$ cat src/rtl/dma_eng_pkg.sv
package dma_eng_pkg;

    typedef enum logic [1:0] {
        SZ_BYTE = 2'b00,
        SZ_HALF = 2'b01,
        SZ_WORD = 2'b10,
        SZ_QUAD = 2'b11
    } xfer_size_e;

    typedef enum logic [1:0] {
        PH_IDLE = 2'd0,
        PH_PTR  = 2'd1,
        PH_RD   = 2'd2,
        PH_WR   = 2'd3
    } phase_e;

    // control word, bit 0 at the right
    typedef struct packed {
        xfer_size_e size;
        logic       dst_inc;
        logic       src_inc;
        logic       ind_req;
    } chan_ctrl_t;

    localparam int CTRL_W = $bits(chan_ctrl_t);

    localparam logic [1:0] SEL_SRC  = 2'd0;
    localparam logic [1:0] SEL_DST  = 2'd1;
    localparam logic [1:0] SEL_CNT  = 2'd2;
    localparam logic [1:0] SEL_CTRL = 2'd3;

    function automatic logic [4:0] size_bytes(xfer_size_e s);
        case (s)
            SZ_BYTE: return 5'd1;
            SZ_HALF: return 5'd2;
            SZ_WORD: return 5'd4;
            default: return 5'd16;
        endcase
    endfunction

endpackage

$ cat src/rtl/dma_chan_regs.sv
module dma_chan_regs
    import dma_eng_pkg::*;
#(
    parameter int DW = 32,
    parameter int CW = 16
) (
    input  logic          clk,
    input  logic          rst_n,
    input  logic          cfg_we,
    input  logic [1:0]    cfg_sel,
    input  logic [DW-1:0] cfg_wdata,
    input  logic          lock,
    input  logic          step,
    output logic [DW-1:0] src_addr,
    output logic [DW-1:0] dst_addr,
    output logic [CW-1:0] xfer_cnt,
    output chan_ctrl_t    ctrl
);

    typedef struct packed {
        logic [DW-1:0] src;
        logic [DW-1:0] dst;
        logic [CW-1:0] cnt;
        chan_ctrl_t    ctrl;
    } regs_t;

    regs_t regs_d, regs_q;
    logic [DW-1:0] stride;
    logic          cfg_unused;

    assign cfg_unused = ^cfg_wdata[DW-1:CTRL_W];
    assign stride     = {{(DW-5){1'b0}}, size_bytes(regs_q.ctrl.size)};

    always_comb begin
        regs_d = regs_q;
        if (cfg_we && !lock) begin
            case (cfg_sel)
                SEL_SRC:  regs_d.src  = cfg_wdata;
                SEL_DST:  regs_d.dst  = cfg_wdata;
                SEL_CNT:  regs_d.cnt  = cfg_wdata[CW-1:0];
                default:  regs_d.ctrl = chan_ctrl_t'(cfg_wdata[CTRL_W-1:0]);
            endcase
        end
        if (step) begin
            regs_d.cnt = regs_q.cnt - CW'(1);
            if (regs_q.ctrl.src_inc) regs_d.src = regs_q.src + stride;
            if (regs_q.ctrl.dst_inc) regs_d.dst = regs_q.dst + stride;
        end
    end

    always_ff @(posedge clk or negedge rst_n) begin
        if (!rst_n) regs_q <= '0;
        else        regs_q <= regs_d;
    end

    assign src_addr = regs_q.src;
    assign dst_addr = regs_q.dst;
    assign xfer_cnt = regs_q.cnt;
    assign ctrl     = regs_q.ctrl;


    cnt_step_chk: assert property (@(posedge clk) disable iff (!rst_n)
        step |=> (xfer_cnt == $past(xfer_cnt) - CW'(1)));


    cfg_lock_chk: assert property (@(posedge clk) disable iff (!rst_n)
        (cfg_we && lock && !step) |=> (src_addr == $past(src_addr) && dst_addr == $past(dst_addr)
                                       && xfer_cnt == $past(xfer_cnt) && ctrl == $past(ctrl)));

endmodule

$ cat src/rtl/dma_xfer_seq.sv
module dma_xfer_seq
    import dma_eng_pkg::*;
#(
    parameter int DW          = 32,
    parameter int CW          = 16,
    parameter bit INDIRECT_EN = 1'b1
) (
    input  logic          clk,
    input  logic          rst_n,
    input  logic          start,
    input  logic [DW-1:0] src_addr,
    input  logic [DW-1:0] dst_addr,
    input  logic [CW-1:0] xfer_cnt,
    input  chan_ctrl_t    ctrl,
    input  logic          bus_ready,
    input  logic [DW-1:0] bus_rdata,
    output logic          bus_valid,
    output logic          bus_write,
    output logic [DW-1:0] bus_addr,
    output logic [1:0]    bus_size,
    output logic [DW-1:0] bus_wdata,
    output logic          dack,
    output logic          busy,
    output logic          done,
    output logic          err,
    output logic          step
);

    typedef struct packed {
        phase_e        ph;
        logic          ind;
        logic [DW-1:0] ptr;
        logic [DW-1:0] data;
        logic          done;
        logic          err;
    } seq_t;

    seq_t seq_d, seq_q;
    logic ind_sel;
    logic bad_cfg;
    logic hs;

    assign ind_sel = INDIRECT_EN && ctrl.ind_req;
    assign bad_cfg = (ctrl.size == SZ_QUAD)
                   || (ind_sel && ctrl.size == SZ_WORD)
                   || (xfer_cnt == '0);
    assign hs      = bus_valid && bus_ready;

    always_comb begin
        seq_d = seq_q;
        step  = 1'b0;
        case (seq_q.ph)
            PH_IDLE: begin
                if (start) begin
                    seq_d.done = 1'b0;
                    if (bad_cfg) begin
                        seq_d.err = 1'b1;
                    end else begin
                        seq_d.err = 1'b0;
                        seq_d.ind = ind_sel;
                        seq_d.ph  = ind_sel ? PH_PTR : PH_RD;
                    end
                end
            end
            PH_PTR: begin
                if (hs) begin
                    seq_d.ptr = bus_rdata;
                    seq_d.ph  = PH_RD;
                end
            end
            PH_RD: begin
                if (hs) begin
                    seq_d.data = bus_rdata;
                    seq_d.ph   = PH_WR;
                end
            end
            default: begin
                if (hs) begin
                    step = 1'b1;
                    if (xfer_cnt == CW'(1)) begin
                        seq_d.ph   = PH_IDLE;
                        seq_d.done = 1'b1;
                    end else begin
                        seq_d.ph = seq_q.ind ? PH_PTR : PH_RD;
                    end
                end
            end
        endcase
    end

    always_ff @(posedge clk or negedge rst_n) begin
        if (!rst_n) seq_q <= '{ph: PH_IDLE, default: '0};
        else        seq_q <= seq_d;
    end

    always_comb begin
        bus_valid = (seq_q.ph != PH_IDLE);
        bus_write = (seq_q.ph == PH_WR);
        bus_size  = (seq_q.ph == PH_PTR) ? SZ_WORD : ctrl.size;
        bus_wdata = seq_q.data;
        case (seq_q.ph)
            PH_PTR:  bus_addr = src_addr;
            PH_RD:   bus_addr = seq_q.ind ? seq_q.ptr : src_addr;
            PH_WR:   bus_addr = dst_addr;
            default: bus_addr = '0;
        endcase
    end

    assign dack = (seq_q.ph == PH_RD);
    assign busy = bus_valid;
    assign done = seq_q.done;
    assign err  = seq_q.err;


    bus_hold_chk: assert property (@(posedge clk) disable iff (!rst_n)
        (bus_valid && !bus_ready) |=> (bus_valid && $stable(bus_addr) && $stable(bus_write)
                                       && $stable(bus_wdata) && $stable(bus_size)));


    bad_start_chk: assert property (@(posedge clk) disable iff (!rst_n)
        (!busy && start && bad_cfg) |=> (!bus_valid && err));


    done_idle_chk: assert property (@(posedge clk) disable iff (!rst_n)
        done |-> !busy);


    wr_after_rd_chk: assert property (@(posedge clk) disable iff (!rst_n)
        (bus_valid && bus_ready && dack) |=> (bus_write && bus_wdata == $past(bus_rdata)));

    generate
        if (!INDIRECT_EN) begin : g_plain_only

            no_ptr_fetch_chk: assert property (@(posedge clk) disable iff (!rst_n)
                (bus_valid && !bus_write) |-> dack);
        end
    endgenerate

endmodule

$ cat src/rtl/ptr_dma_engine.sv
module ptr_dma_engine
    import dma_eng_pkg::*;
#(
    parameter int DW          = 32,
    parameter int CW          = 16,
    parameter bit INDIRECT_EN = 1'b1
) (
    input  logic          clk,
    input  logic          rst_n,
    input  logic          cfg_we,
    input  logic [1:0]    cfg_sel,
    input  logic [DW-1:0] cfg_wdata,
    input  logic          start,
    output logic          bus_valid,
    output logic          bus_write,
    output logic [DW-1:0] bus_addr,
    output logic [1:0]    bus_size,
    output logic [DW-1:0] bus_wdata,
    input  logic          bus_ready,
    input  logic [DW-1:0] bus_rdata,
    output logic          dack,
    output logic          busy,
    output logic          done,
    output logic          err
);

    logic [DW-1:0] src_addr;
    logic [DW-1:0] dst_addr;
    logic [CW-1:0] xfer_cnt;
    chan_ctrl_t    ctrl;
    logic          step;

    dma_chan_regs #(.DW(DW), .CW(CW)) regs_i (
        .clk      (clk),
        .rst_n    (rst_n),
        .cfg_we   (cfg_we),
        .cfg_sel  (cfg_sel),
        .cfg_wdata(cfg_wdata),
        .lock     (busy),
        .step     (step),
        .src_addr (src_addr),
        .dst_addr (dst_addr),
        .xfer_cnt (xfer_cnt),
        .ctrl     (ctrl)
    );

    dma_xfer_seq #(.DW(DW), .CW(CW), .INDIRECT_EN(INDIRECT_EN)) seq_i (
        .clk      (clk),
        .rst_n    (rst_n),
        .start    (start),
        .src_addr (src_addr),
        .dst_addr (dst_addr),
        .xfer_cnt (xfer_cnt),
        .ctrl     (ctrl),
        .bus_ready(bus_ready),
        .bus_rdata(bus_rdata),
        .bus_valid(bus_valid),
        .bus_write(bus_write),
        .bus_addr (bus_addr),
        .bus_size (bus_size),
        .bus_wdata(bus_wdata),
        .dack     (dack),
        .busy     (busy),
        .done     (done),
        .err      (err),
        .step     (step)
    );


    ptr_word_chk: assert property (@(posedge clk) disable iff (!rst_n)
        (bus_valid && !bus_write && !dack) |-> (bus_size == SZ_WORD));


    dack_read_chk: assert property (@(posedge clk) disable iff (!rst_n)
        dack |-> (bus_valid && !bus_write));

endmodule

$ cat config.mk
export PLATFORM = sky130hd
export DESIGN_NAME = ptr_dma_engine
export DESIGN_NICKNAME = d
export VERILOG_FILES = /design/src/rtl/dma_eng_pkg.sv /design/src/rtl/dma_chan_regs.sv /design/src/rtl/dma_xfer_seq.sv /design/src/rtl/ptr_dma_engine.sv
export SDC_FILE = /design/constraint.sdc
export NUM_CORES = 1
export LEC_CHECK = 0
export BUFFER_PORTS_ARGS = -buffer_cell sky130_fd_sc_hd__buf_2
export CORE_MARGIN = 2
export CORE_UTILIZATION = 41
export CTS_CLUSTER_SIZE = 30
export DETAILED_ROUTE_END_ITERATION = 10
export PLACE_DENSITY_LB_ADDON = 0.1
export SLEW_MARGIN = 20
export SYNTH_ARGS = -nofsm -noshare
export SYNTH_HDL_FRONTEND = slang
export SYNTH_SLANG_ARGS = --single-unit
$ cat constraint.sdc
create_clock -name clk -period 5.5 [get_ports clk]
set_input_delay 0.275 -clock clk [delete_from_list [all_inputs] [get_ports clk]]
set_output_delay 0.275 -clock clk [all_outputs]
set_load 0.005 [all_outputs]
# After elaboration in Yosys (flattened, before gate mapping)

Index checks and enable logic that the tools add are counted.
Widths: inputs -> output; s select.

RAM bits: 0
Register bits after elaboration: 154
Output and inout port bits: 72
Memories: 0
Logic and storage cells: 86
Memory bits (read-only): 0
Bits in latches: 0

Bitwise operators: 3
Shifts and indexed selects: 0
Divide/modulo/power cells: 0
Eq/ne operators: 13
Magnitude comparators: 0
Multiplexer cells: 28
Multiply operators: 0
Reductions and logical operators: 26
$add $sub $neg: 3

Operators by type and width:

| operator              | count |
|---|---|
| $mux 32               | 5 |
| $pmux 32 s3           | 1 |
| $mux 85               | 1 |
| $mux 80               | 1 |
| $add 32x5->32         | 2 |
| $eq 16x1->1 const B   | 1 |
| $logic_not 16->1      | 1 |
| $mux 16               | 1 |
| $mux 2                | 8 |
| $sub 16x1->16 const B | 1 |
| $pmux 5 s3            | 1 |
| $eq 2x2->1 const B    | 5 |
| $reduce_and 2->1      | 5 |
| $reduce_bool 2->1     | 5 |
| $eq 2x1->1 const B    | 3 |
| $logic_not 2->1       | 3 |
| $mux 3                | 2 |
| $pmux 2 s3            | 1 |
| $reduce_or 3->1       | 2 |
| $mux 1                | 5 |
| $mux 5                | 1 |
| $reduce_and 5->1      | 1 |
| $ne 2x1->1 const B    | 2 |
| $ne 2x2->1 const B    | 2 |
| 8 further kinds       | 13 |

# Depth between registers and ports, before layout

Gate-level depths: netlist (run 1).

Word-level depth: 7
Mapped depth: 11
Depth with buffers taken out: 9

# Hierarchy

From an unflattened synthesis (run 1), not the netlist that was laid out.

Cell total of the unflattened synthesis: 937
Area total of the unflattened synthesis: 9414.0 um^2

By module, submodules not included:

| module        | sequential area each (um^2) | cells an instance | area an instance (um^2) | times used |
|---|---|---|---|---|
| dma_chan_regs | 2127.0                      | 603               | 5303.8                  | 1 |
| dma_xfer_seq  | 1726.7                      | 334               | 4110.2                  | 1 |

# Worst setup path before layout (run 1)

OpenSTA, ideal clock, no wires.

Path kind: reg2reg
Start: register regs_i.regs_q[3] (netlist: regs_i.ctrl[3])
End: register regs_i.regs_q[74] (netlist: regs_i.src_addr[21])
Period minus slack after synthesis: 2.321 ns
Stages on the path, launching flop included: 10
Setup time: 0.099 ns
Data arrival time: 2.222 ns
Path slack: 3.179 ns
Cells stage by stage: dfrtp_1 buf_2 and2_1 ha_1 a21o_1 and2_1 nand3_1 nor3_1 a211oi_1 a311oi_1

RTL lines:

| element                | RTL line            | text |
|---|---|---|
| start, declared        | dma_chan_regs.sv:27 | `regs_t regs_d, regs_q;` |
| start signal, assigned | dma_chan_regs.sv:53 | `else regs_q <= regs_d;` |

==> results of run 1 <==
[cell type report]
| cell class | count | area (µm²) | area share |
|---|---|---|---|
| Inverter | 18 | 67.6 | 0.00648 |
| Clock buffer | 18 | 439 | 0.0421 |
| Clock inverter | 14 | 173 | 0.0166 |
| Sequential cell | 154 | 3850 | 0.370 |
| Timing Repair Buffer | 159 | 847 | 0.0813 |
| Multi-Input combinational cell | 685 | 4690 | 0.450 |
| Tap cell | 280 | 350 | 0.0336 |
[synth_stat cells (18+ instances only)]
| cell type | n |
|---|---|
| nor3_1 | 29 |
| nor2_1 | 112 |
| dfrtp_1 | 154 |
| a211oi_1 | 26 |
| a21oi_1 | 38 |
| buf_4 | 33 |
| nand3_1 | 31 |
| a222oi_1 | 33 |
| inv_1 | 18 |
| clkbuf_1 | 48 |
| o21ai_0 | 37 |
| nand2_1 | 73 |
| mux2_2 | 98 |
[power by group through the flow]
stage	registers [mW]	clock network (mW)	logic, mW
2_1_floorplan	2.05	0	2.15
5_1_grt	2.46	1.33	2.91
3_3_place_gp	2.39	0	2.60
3_5_place_dp	2.39	0	2.63
6_report	2.38	1.25	2.63
4_1_cts	2.37	1.27	2.64
[critical path, cell delays in order, from the launching register on]
cell	delay [ns]
dfrtp_1	0.43
inv_1	0.10
ha_1	0.30
and2_1	0.35
nand2_1	0.11
or2_2	0.52
nand2_1	0.51
o21ai_0	0.19
a221oi_1	0.28
[stage by stage]
stage / power (mW) / worst slack (ns)
5_1_grt: 6.70 / 2.31
6_report: 6.26 / 2.58
2_1_floorplan: 4.20 / 3.18
4_1_cts: 6.29 / 2.62
3_3_place_gp: 4.99 / 2.70
3_5_place_dp: 5.02 / 2.63
[cell families after synthesis]
kind of cell | count (synthesis) | synth area share
AO/OA/AOI/OAI | 236 | 0.189
buffers and inverters | 117 | 0.0639
multiplexers | 98 | 0.121
XOR/XNOR | 7 | 0.00672
flip-flops | 154 | 0.422
AND/OR/NAND/NOR | 328 | 0.176
adder cells (fa/ha/maj) | 16 | 0.0217
[worst paths after layout]
kind | to | slack [ns] | start | cells past startpoint
hold / removal | seq_i.bus_wdata[20]$_DFFE_PN0P_ | 0.08 | bus_rdata[20] | 2
min in group asynchronous | seq_i.bus_wdata[22]$_DFFE_PN0P_ | 0.46 | rst_n | 2
setup / recovery | regs_i.dst_addr[6]$_DFF_PN0_ | 2.58 | seq_i.seq_q[67]$_DFFE_PN0P_ | 8
setup reg to reg | regs_i.dst_addr[6]$_DFF_PN0_ | 2.58 | seq_i.seq_q[67]$_DFFE_PN0P_ | 8
hold reg to reg | regs_i.xfer_cnt[14]$_DFFE_PN0P_ | 0.49 | regs_i.xfer_cnt[14]$_DFFE_PN0P_ | 1
max in group asynchronous | regs_i.dst_addr[0]$_DFF_PN0_ | 3.81 | rst_n | 3
[timing repair]
item / CTS / global route
endpoints found under the setup margin: 0 / 0
hold buffers: 1 / 0
hold endpoints to repair: 77 / 0
[metal layers]
layer  vias to the layer above  share of wire  GRT usage
met5                         -              0          0
met4                         0          0.037      0.103
met3                        61          0.050     0.0394
met2                       268           0.48      0.391
met1                      3975           0.43      0.313
li1                       3711              -          -
[state kept, by name, summed over array words and instances (netlist names)]
| register | count |
|---|---|
| seq_i.seq_q | 35 |
| regs_i.src_addr | 32 |
| seq_i.done | 1 |
| regs_i.dst_addr | 32 |
| regs_i.ctrl | 5 |
| regs_i.xfer_cnt | 16 |
| seq_i.err | 1 |
| seq_i.bus_wdata | 32 |
==> results.json, run 1 <==
{
  "synth_edf_count": 0,
  "crit_path_max_fanout": 27,
  "ys_warn_count": 0,
  "ir_worst_vdd_mv": 0.464,
  "maxCapViolCount": 0,
  "drt-pass1-iter-count": 7,
  "drt.antenna.violating_nets": 0,
  "grt_max_degree": 80,
  "diodes": 0,
  "syn-cell-area_mm2": 0.00912,
  "place.gp.congestion": 0.848,
  "synth_seq_area_share": 0.422,
  "antenna_found_initial": 0,
  "fillers": 2111,
  "die_area_mm2": 0.0235,
  "instances_no_fill": 1328,
  "netSwitchingFraction": 0.415,
  "cp-start-kind": "flip-flop",
  "vias": 8015,
  "route.detailed.drc": 0,
  "final.setup.tns_ns": 0,
  "cp-end-kind": "flip-flop",
  "grt_pass1_vias": 7792,
  "track_usage": 0.239,
  "synth_cell_type_count": 68,
  "seqPwrFrac": 0.380,
  "min_path_type": "in -> reg",
  "clock_sinks": 154,
  "grt_setup_unrepaired": "no",
  "cts-resized-gates": 0,
  "final_common_cell": "dfrtp_1",
  "start_util": 0.418,
  "yosysTopAreaCellShare": 0.422,
  "synth_area_per_cell_um2": 9.54,
  "ys_seq_elements": 154,
  "dp.cells": 1295,
  "drive_gt1_frac": 0.294,
  "die_h_um": 153,
  "synthFlopType": "dfrtp_1",
  "slew_violations": 0,
  "cts-root-buf": "clkbuf_16",
  "htreeDepth": 4,
  "clock_latency_ns": 0.44,
  "leakagePower_nw": 4.52,
  "crit_required_ns": 5.83,
  "p_clk_frac": 0.200,
  "critPathKind": "reg -> reg",
  "routedWlPerCell_um": 21.1,
  "post-cts-setup-buffer-count": 0,
  "synthToLayoutAreaGrowth_pct": 14.2,
  "first_iter_violations": 742,
  "cts-buffers-inserted": 17,
  "async_reset_ff_frac": 1.00,
  "hpwlAfterDp_um": 20500,
  "timing.hold.ws_ns": 0.0806,
  "final-setup-viol-count": 0,
  "fin_nets": 1120,
  "finish.utilization": 0.478,
  "fin_crit_ns": 2.92,
  "yosys.area.top_type": "dfrtp_1",
  "min_period_over_period": 0.531,
  "power_frac_comb": 0.420,
  "power_density_mw_per_mm2": 600,
  "arrival_ns": 3.25,
  "p_int_mw": 3.66,
  "relSlewSlack": 0.335,
  "coreArea_mm2": 0.0218,
  "power_switching_mw": 2.60,
  "synth.area.top_cells": "dfrtp_1 (42%), mux2_2 (12%), nor2_1 (4.6%), a222oi_1 (3.6%), nand2_1 (3.0%)",
  "path_clk_slew_ns": 0.07,
  "via_per_inst": 6.04,
  "layout_common_cells": "dfrtp_1 (154), buf_2 (141), nor2_1 (112)",
  "skew_ns": 0.00920,
  "outcome": "complete, no violations",
  "io_buffers": 142,
  "cts_tree": "built",
  "fmax_mhz": 342,
  "clockBufferDepth": 2,
  "fin_area_mm2": 0.0104,
  "tightest_slew_ns": 0.994,
  "synthCells": 956,
  "synth_nets": 1041,
  "grt_remaining_overflow": 0,
  "wl_um": 28000,
  "grt_pass1_wl_um": 44300,
  "ioPinCount": 143,
  "hold_viol": 0,
  "placedInstanceArea_mm2": 0.00980,
  "die_w_um": 153,
  "rows": 54
}
Power figures use the tool's default switching activity.
==> run 2, diff against run 1 <==
==> constraint.sdc (replaced) <==
create_clock -name clk -period 2.8 [get_ports clk]
set_input_delay 0.14 -clock clk [delete_from_list [all_inputs] [get_ports clk]]
set_output_delay 0.14 -clock clk [all_outputs]
set_load 0.005 [all_outputs]
==> run 2 against run 1 <==
Wire length is 3.3% higher. Sequential cell count stayed put. First-iteration DRC count is 6.2% higher. Via count is 3.7% higher. Global-route usage is 0.52 points higher. Critical path type unchanged. Largest power group unchanged.
==> results.json, run 2 (synthesis gave the netlist of run 1 again) <==
{
  "antenna_found_initial": 0,
  "critPathKind": "reg -> reg",
  "crit_required_ns": 3.11,
  "die_h_um": 153,
  "outcome": "complete, no violations",
  "fin_crit_ns": 2.65,
  "startpoint": "regs_i.ctrl[4]$_DFFE_PN0P_",
  "io_buffers": 142,
  "fin_nets": 1184,
  "dr_wl_met2_um": 14300,
  "p_int_mw": 7.16,
  "drt.antenna.violating_nets": 0,
  "route.detailed.drc": 0,
  "power_frac_comb": 0.439,
  "grt_pass1_wl_um": 45000,
  "clockBufferDepth": 2,
  "synthToLayoutAreaGrowth_pct": 20.7,
  "crit_path_max_fanout": 11,
  "routed.top_layer": "met4",
  "power_density_mw_per_mm2": 1130,
  "clock_sinks": 154,
  "grt_pass1_vias": 7837,
  "hp-start": "cfg_wdata[1]",
  "vias": 8312,
  "grt_max_degree": 65,
  "ioPinCount": 143,
  "min_period_over_period": 0.947,
  "cts-root-buf": "clkbuf_16",
  "relSlewSlack": 0.598,
  "routedWlPerCell_um": 20.8,
  "first_iter_violations": 788,
  "slew_violations": 0,
  "via_per_inst": 5.97,
  "timing.rr.start": "regs_i.ctrl[4]$_DFFE_PN0P_",
  "wl_um": 29000,
  "arrival_ns": 2.96,
  "fmax_mhz": 377,
  "path_clk_slew_ns": 0.07,
  "final-setup-viol-count": 0,
  "power_switching_mw": 5.24,
  "p_clk_frac": 0.185,
  "cts_tree": "built",
  "finalPower_mw": 12.4,
  "regMostFlops": "seq_i.seq_q",
  "grt_remaining_overflow": 0,
  "htreeDepth": 4,
  "cp-end-kind": "flip-flop",
  "cts-buffers-inserted": 17,
  "diodes": 0,
  "grt_setup_unrepaired": "no",
  "drive_gt1_frac": 0.300,
  "final.setup.tns_ns": 0,
  "maxCapViolCount": 0,
  "skew_ns": 0.0114,
  "layout_common_cells": "dfrtp_1 (154), buf_2 (141), nor2_1 (112)",
  "rr_worst_depth": 8,
  "hold_viol": 0,
  "min_path_type": "in -> reg",
  "place.gp.congestion": 0.896,
  "coreArea_mm2": 0.0218,
  "die_w_um": 153,
  "netSwitchingFraction": 0.423,
  "final_common_cell": "dfrtp_1",
  "start_util": 0.418,
  "leakagePower_nw": 4.81,
  "track_usage": 0.244,
  "hpwlAfterDp_um": 21300,
  "largest_register_ffs": 35,
  "hold_depth": 3,
  "die_area_mm2": 0.0235,
  "rows": 54,
  "tightest_slew_ns": 0.603,
  "ir_worst_vdd_mv": 0.619,
  "cp-start-kind": "flip-flop",
  "drt-pass1-iter-count": 7,
  "wl_met1_um": 12200,
  "clock_latency_ns": 0.44,
  "route.met3.wl_um": 1480,
  "seqPwrFrac": 0.377
}
-- run 2: worst max-delay path: stages, from the launching register on --
cell,delay (ns)
dfrtp_1,0.45
and2_1,0.20
ha_1,0.33
a21oi_1,0.14
nor2_1,0.21
nand4_2,0.33
nor4_1,0.59
and3_1,0.23
nor3_1,0.05
-- run 2: path summary, 6_finish.rpt --
check / to / slack [ns]
max in group asynchronous: regs_i.src_addr[8]$_DFF_PN0_ / 1.73
setup / recovery: regs_i.dst_addr[31]$_DFF_PN0_ / 0.15
min in group asynchronous: seq_i.bus_wdata[20]$_DFFE_PN0P_ / 0.27
hold reg to reg: regs_i.xfer_cnt[14]$_DFFE_PN0P_ / 0.49
setup reg to reg: regs_i.dst_addr[31]$_DFF_PN0_ / 0.15
hold / removal: regs_i.src_addr[1]$_DFF_PN0_ / 0.02
-- run 2: timing repair --
item,CTS,global route
buffers inserted,0,1
endpoints found under the setup margin,0,6
gates resized for setup,0,3
hold buffers,40,0
endpoints found under the hold margin,132,0
-- run 2: cell type report --
cell class / count / area [µm²]
Clock inverter: 14 / 141
Inverter: 18 / 67.6
Clock buffer: 18 / 429
Sequential cell: 154 / 3850
Multi-Input combinational cell: 685 / 4700
Fill cell: 2066 / 10800
Tap cell: 280 / 350
Timing Repair Buffer: 223 / 1480
-- run 2: routing by layer --
layer / track usage / vias up
li1: - / 3854
met1: 0.324 / 4126
met2: 0.401 / 284
met3: 0.0408 / 48
met4: 0.0935 / 0
met5: 0 / -
-- run 2: per-stage QoR --
step	setup slack [ns]	instances	hold slack, ns	util	area (µm²)
global placement	0.264	1319	0.183	0.459	10000
floorplan	0.479	956	-0.156	-	9120
finish	0.149	1392	0.0194	0.505	11000
detailed placement	0.168	1319	0.175	0.459	10000
CTS	0.155	1391	0.00180	0.504	11000
global route	0.00430	1392	0.00289	0.505	11000
-- run 2: power by group through the flow --
| stage | Clock [mW] | Sequential [mW] | Combinational (mW) |
|---|---|---|---|
| 2_1_floorplan | 0 | 4.03 | 4.22 |
| 3_3_place_gp | 0 | 4.67 | 5.30 |
| 3_5_place_dp | 0 | 4.69 | 5.37 |
| 4_1_cts | 2.34 | 4.65 | 5.44 |
| 5_1_grt | 2.45 | 4.81 | 6.00 |
| 6_report | 2.29 | 4.67 | 5.44 |
==> run 3, diff against run 2 <==
--- a/config.mk
+++ b/config.mk
@@ -11,6 +11,7 @@
 export CTS_CLUSTER_SIZE = 30
 export DETAILED_ROUTE_END_ITERATION = 10
 export PLACE_DENSITY_LB_ADDON = 0.1
+export RECOVER_POWER = 100
 export SLEW_MARGIN = 20
 export SYNTH_ARGS = -nofsm -noshare
 export SYNTH_HDL_FRONTEND = slang
==> run 3 against run 2 <==
Critical path depth unchanged. Worst setup slack better by 0.018 ns. Combinational power is 2% lower. Count of clock-buffer cells in the layout stayed put. Highest routed layer unchanged. Core utilization down 0.58 points. Design area decreased by 1.2%. The flow now finishes with violations (capacitance limit, slew limit). Via count is 0.53% lower. Final cell count did not move.
==> results.json, run 3 (synthesis gave the netlist of run 1 again) <==
{
  "outcome": "finished, violations left",
  "violations": "capacitance limit, slew limit",
  "largest_register_ffs": 35,
  "maxCapViolCount": 1,
  "htreeDepth": 4,
  "cp.buffers_inverters": 0,
  "ir_worst_vdd_mv": 0.621,
  "drive_gt1_frac": 0.267,
  "worst_path_max_delay_cell": "nor4_1",
  "r2r-end": "regs_i.dst_addr[31]$_DFF_PN0_",
  "clockBufferDepth": 2,
  "cts-buffers-inserted": 17,
  "drt-pass1-iter-count": 6,
  "cp-end-kind": "flip-flop",
  "startpoint": "regs_i.ctrl[4]$_DFFE_PN0P_",
  "die_w_um": 153,
  "fin_area_mm2": 0.0109,
  "finalWorstSetupSlack_ns": 0.168,
  "hpwlAfterDp_um": 21300,
  "relSlewSlack": -0.0598,
  "via_per_inst": 5.94,
  "wl_um": 28900,
  "crit_required_ns": 3.11,
  "path_delay_family": "simple AND/OR/NAND/NOR gates",
  "drt.antenna.violating_nets": 0,
  "coreArea_mm2": 0.0218,
  "r2r_slack_ns": 0.17,
  "finish.utilization": 0.499,
  "crit_chain": "and2_0 > ha_1 > a21oi_1 > nor2_1 > nand4_2 > nor4_1 > and3_1 > nor3_1",
  "critPathKind": "reg -> reg",
  "track_usage": 0.244,
  "grt_pass1_wl_um": 45000,
  "path_clk_slew_ns": 0.07,
  "route.detailed.drc": 0,
  "io_buffers": 142,
  "timing.rr.start": "regs_i.ctrl[4]$_DFFE_PN0P_",
  "arrival_ns": 2.95,
  "regMostFlops": "seq_i.seq_q",
  "place_ws_ns": 0.168,
  "routedWlPerCell_um": 20.8,
  "fmax_mhz": 380,
  "min_period_over_period": 0.940,
  "power_density_mw_per_mm2": 1130,
  "start_util": 0.418,
  "cts_tree": "built",
  "antenna_found_initial": 0,
  "slew_violations": 65,
  "vias": 8268,
  "clock_latency_ns": 0.44,
  "cp_slowest_stage_delay_ns": 0.56,
  "final-setup-viol-count": 0,
  "rows": 54,
  "cts-root-buf": "clkbuf_16",
  "grt_setup_unrepaired": "no",
  "hold_viol": 0,
  "die_area_mm2": 0.0235,
  "place.gp.congestion": 0.896,
  "layout_common_cells": "dfrtp_1 (154), nor2_1 (112), buf_2 (102)",
  "grt_remaining_overflow": 0,
  "first_iter_violations": 823,
  "fillers": 2091,
  "fin_nets": 1184,
  "cp.depth": 8,
  "crit_end": "regs_i.dst_addr[31]$_DFF_PN0_",
  "min_path_type": "in -> reg",
  "ioPinCount": 143,
  "final_common_cell": "dfrtp_1",
  "clock_sinks": 154,
  "cp-start-kind": "flip-flop",
  "tightest_slew_ns": 1.59,
  "fin_crit_ns": 2.63,
  "final.setup.tns_ns": 0,
  "grt_max_degree": 65,
  "grt_pass1_vias": 7837,
  "synthToLayoutAreaGrowth_pct": 19.3,
  "rr_worst_depth": 8,
  "placedInstanceArea_mm2": 0.0100,
  "crit_path_max_fanout": 11,
  "die_h_um": 153,
  "diodes": 0,
  "skew_ns": 0.0113,
  "leakagePower_nw": 4.64
}
-- run 3: changes by cell type in the layout (fill, tap and decap cells not counted), sizes merged --
cell / change
buf: -59
clkbuf: +59
-- run 3: what timing repair did --
item / in CTS / in global routing
buffers inserted: 0 / 1
endpoints found under the setup margin: 0 / 6
hold buffers: 40 / 0
gates resized for setup: 0 / 3
endpoints found under the hold margin: 132 / 0
-- run 3: worst min-delay path by stage --
stage,endpoint,slack [ns],startpoint,cells past startpoint
3_5_place_dp,seq_i.bus_wdata[20]$_DFFE_PN0P_,0.18,rst_n,1
2_1_floorplan,regs_i.ctrl[0]$_DFFE_PN0P_,-0.16,rst_n,0
5_1_grt,regs_i.xfer_cnt[13]$_DFFE_PN0P_,0.003,cfg_wdata[13],2
3_3_place_gp,seq_i.bus_wdata[20]$_DFFE_PN0P_,0.18,rst_n,1
6_report,regs_i.xfer_cnt[6]$_DFFE_PN0P_,0.02,cfg_wdata[6],3
4_1_cts,regs_i.xfer_cnt[6]$_DFFE_PN0P_,0.002,cfg_wdata[6],3
-- run 3: final cells by class --
type	count	area, µm²	area share
flip-flops and latches	154	3850	0.354
clock buffers	18	429	0.0394
well taps	280	350	0.0322
clock inverters	14	141	0.0130
multi-input cells	685	4700	0.432
inverters	18	67.6	0.00621
repair buffers	223	1350	0.124
-- run 3: worst register-to-register path, cell delays in order (launching register included) --
cell and delay (ns):
dfrtp_1 0.45, and2_0 0.20, ha_1 0.34, a21oi_1 0.14
nor2_1 0.21, nand4_2 0.33, nor4_1 0.56, and3_1 0.23
nor3_1 0.05
-- run 3: routing by layer --
| metal | global-route usage | wire length, µm |
|---|---|---|
| met5 | 0 | 0 |
| met4 | 0.0935 | 918 |
| met3 | 0.0408 | 1720 |
| met2 | 0.401 | 14300 |
| met1 | 0.324 | 12000 |
-- run 3: stage by stage --
stage / power [mW] / hold WS, ns / cells
2_1_floorplan: 8.25 / -0.156 / 956
3_3_place_gp: 9.97 / 0.183 / 1319
3_5_place_dp: 10.1 / 0.175 / 1319
4_1_cts: 12.4 / 0.00180 / 1391
5_1_grt: 13.1 / 0.00289 / 1392
6_report: 12.3 / 0.0162 / 1392
-- run 3: power by group --
| part | leakage, nW | switching [mW] | total, mW | internal (mW) |
|---|---|---|---|---|
| registers | 1.82 | 1.35 | 4.67 | 3.32 |
| clock network | 0.282 | 1.09 | 2.29 | 1.20 |
| logic | 2.54 | 2.80 | 5.31 | 2.51 |
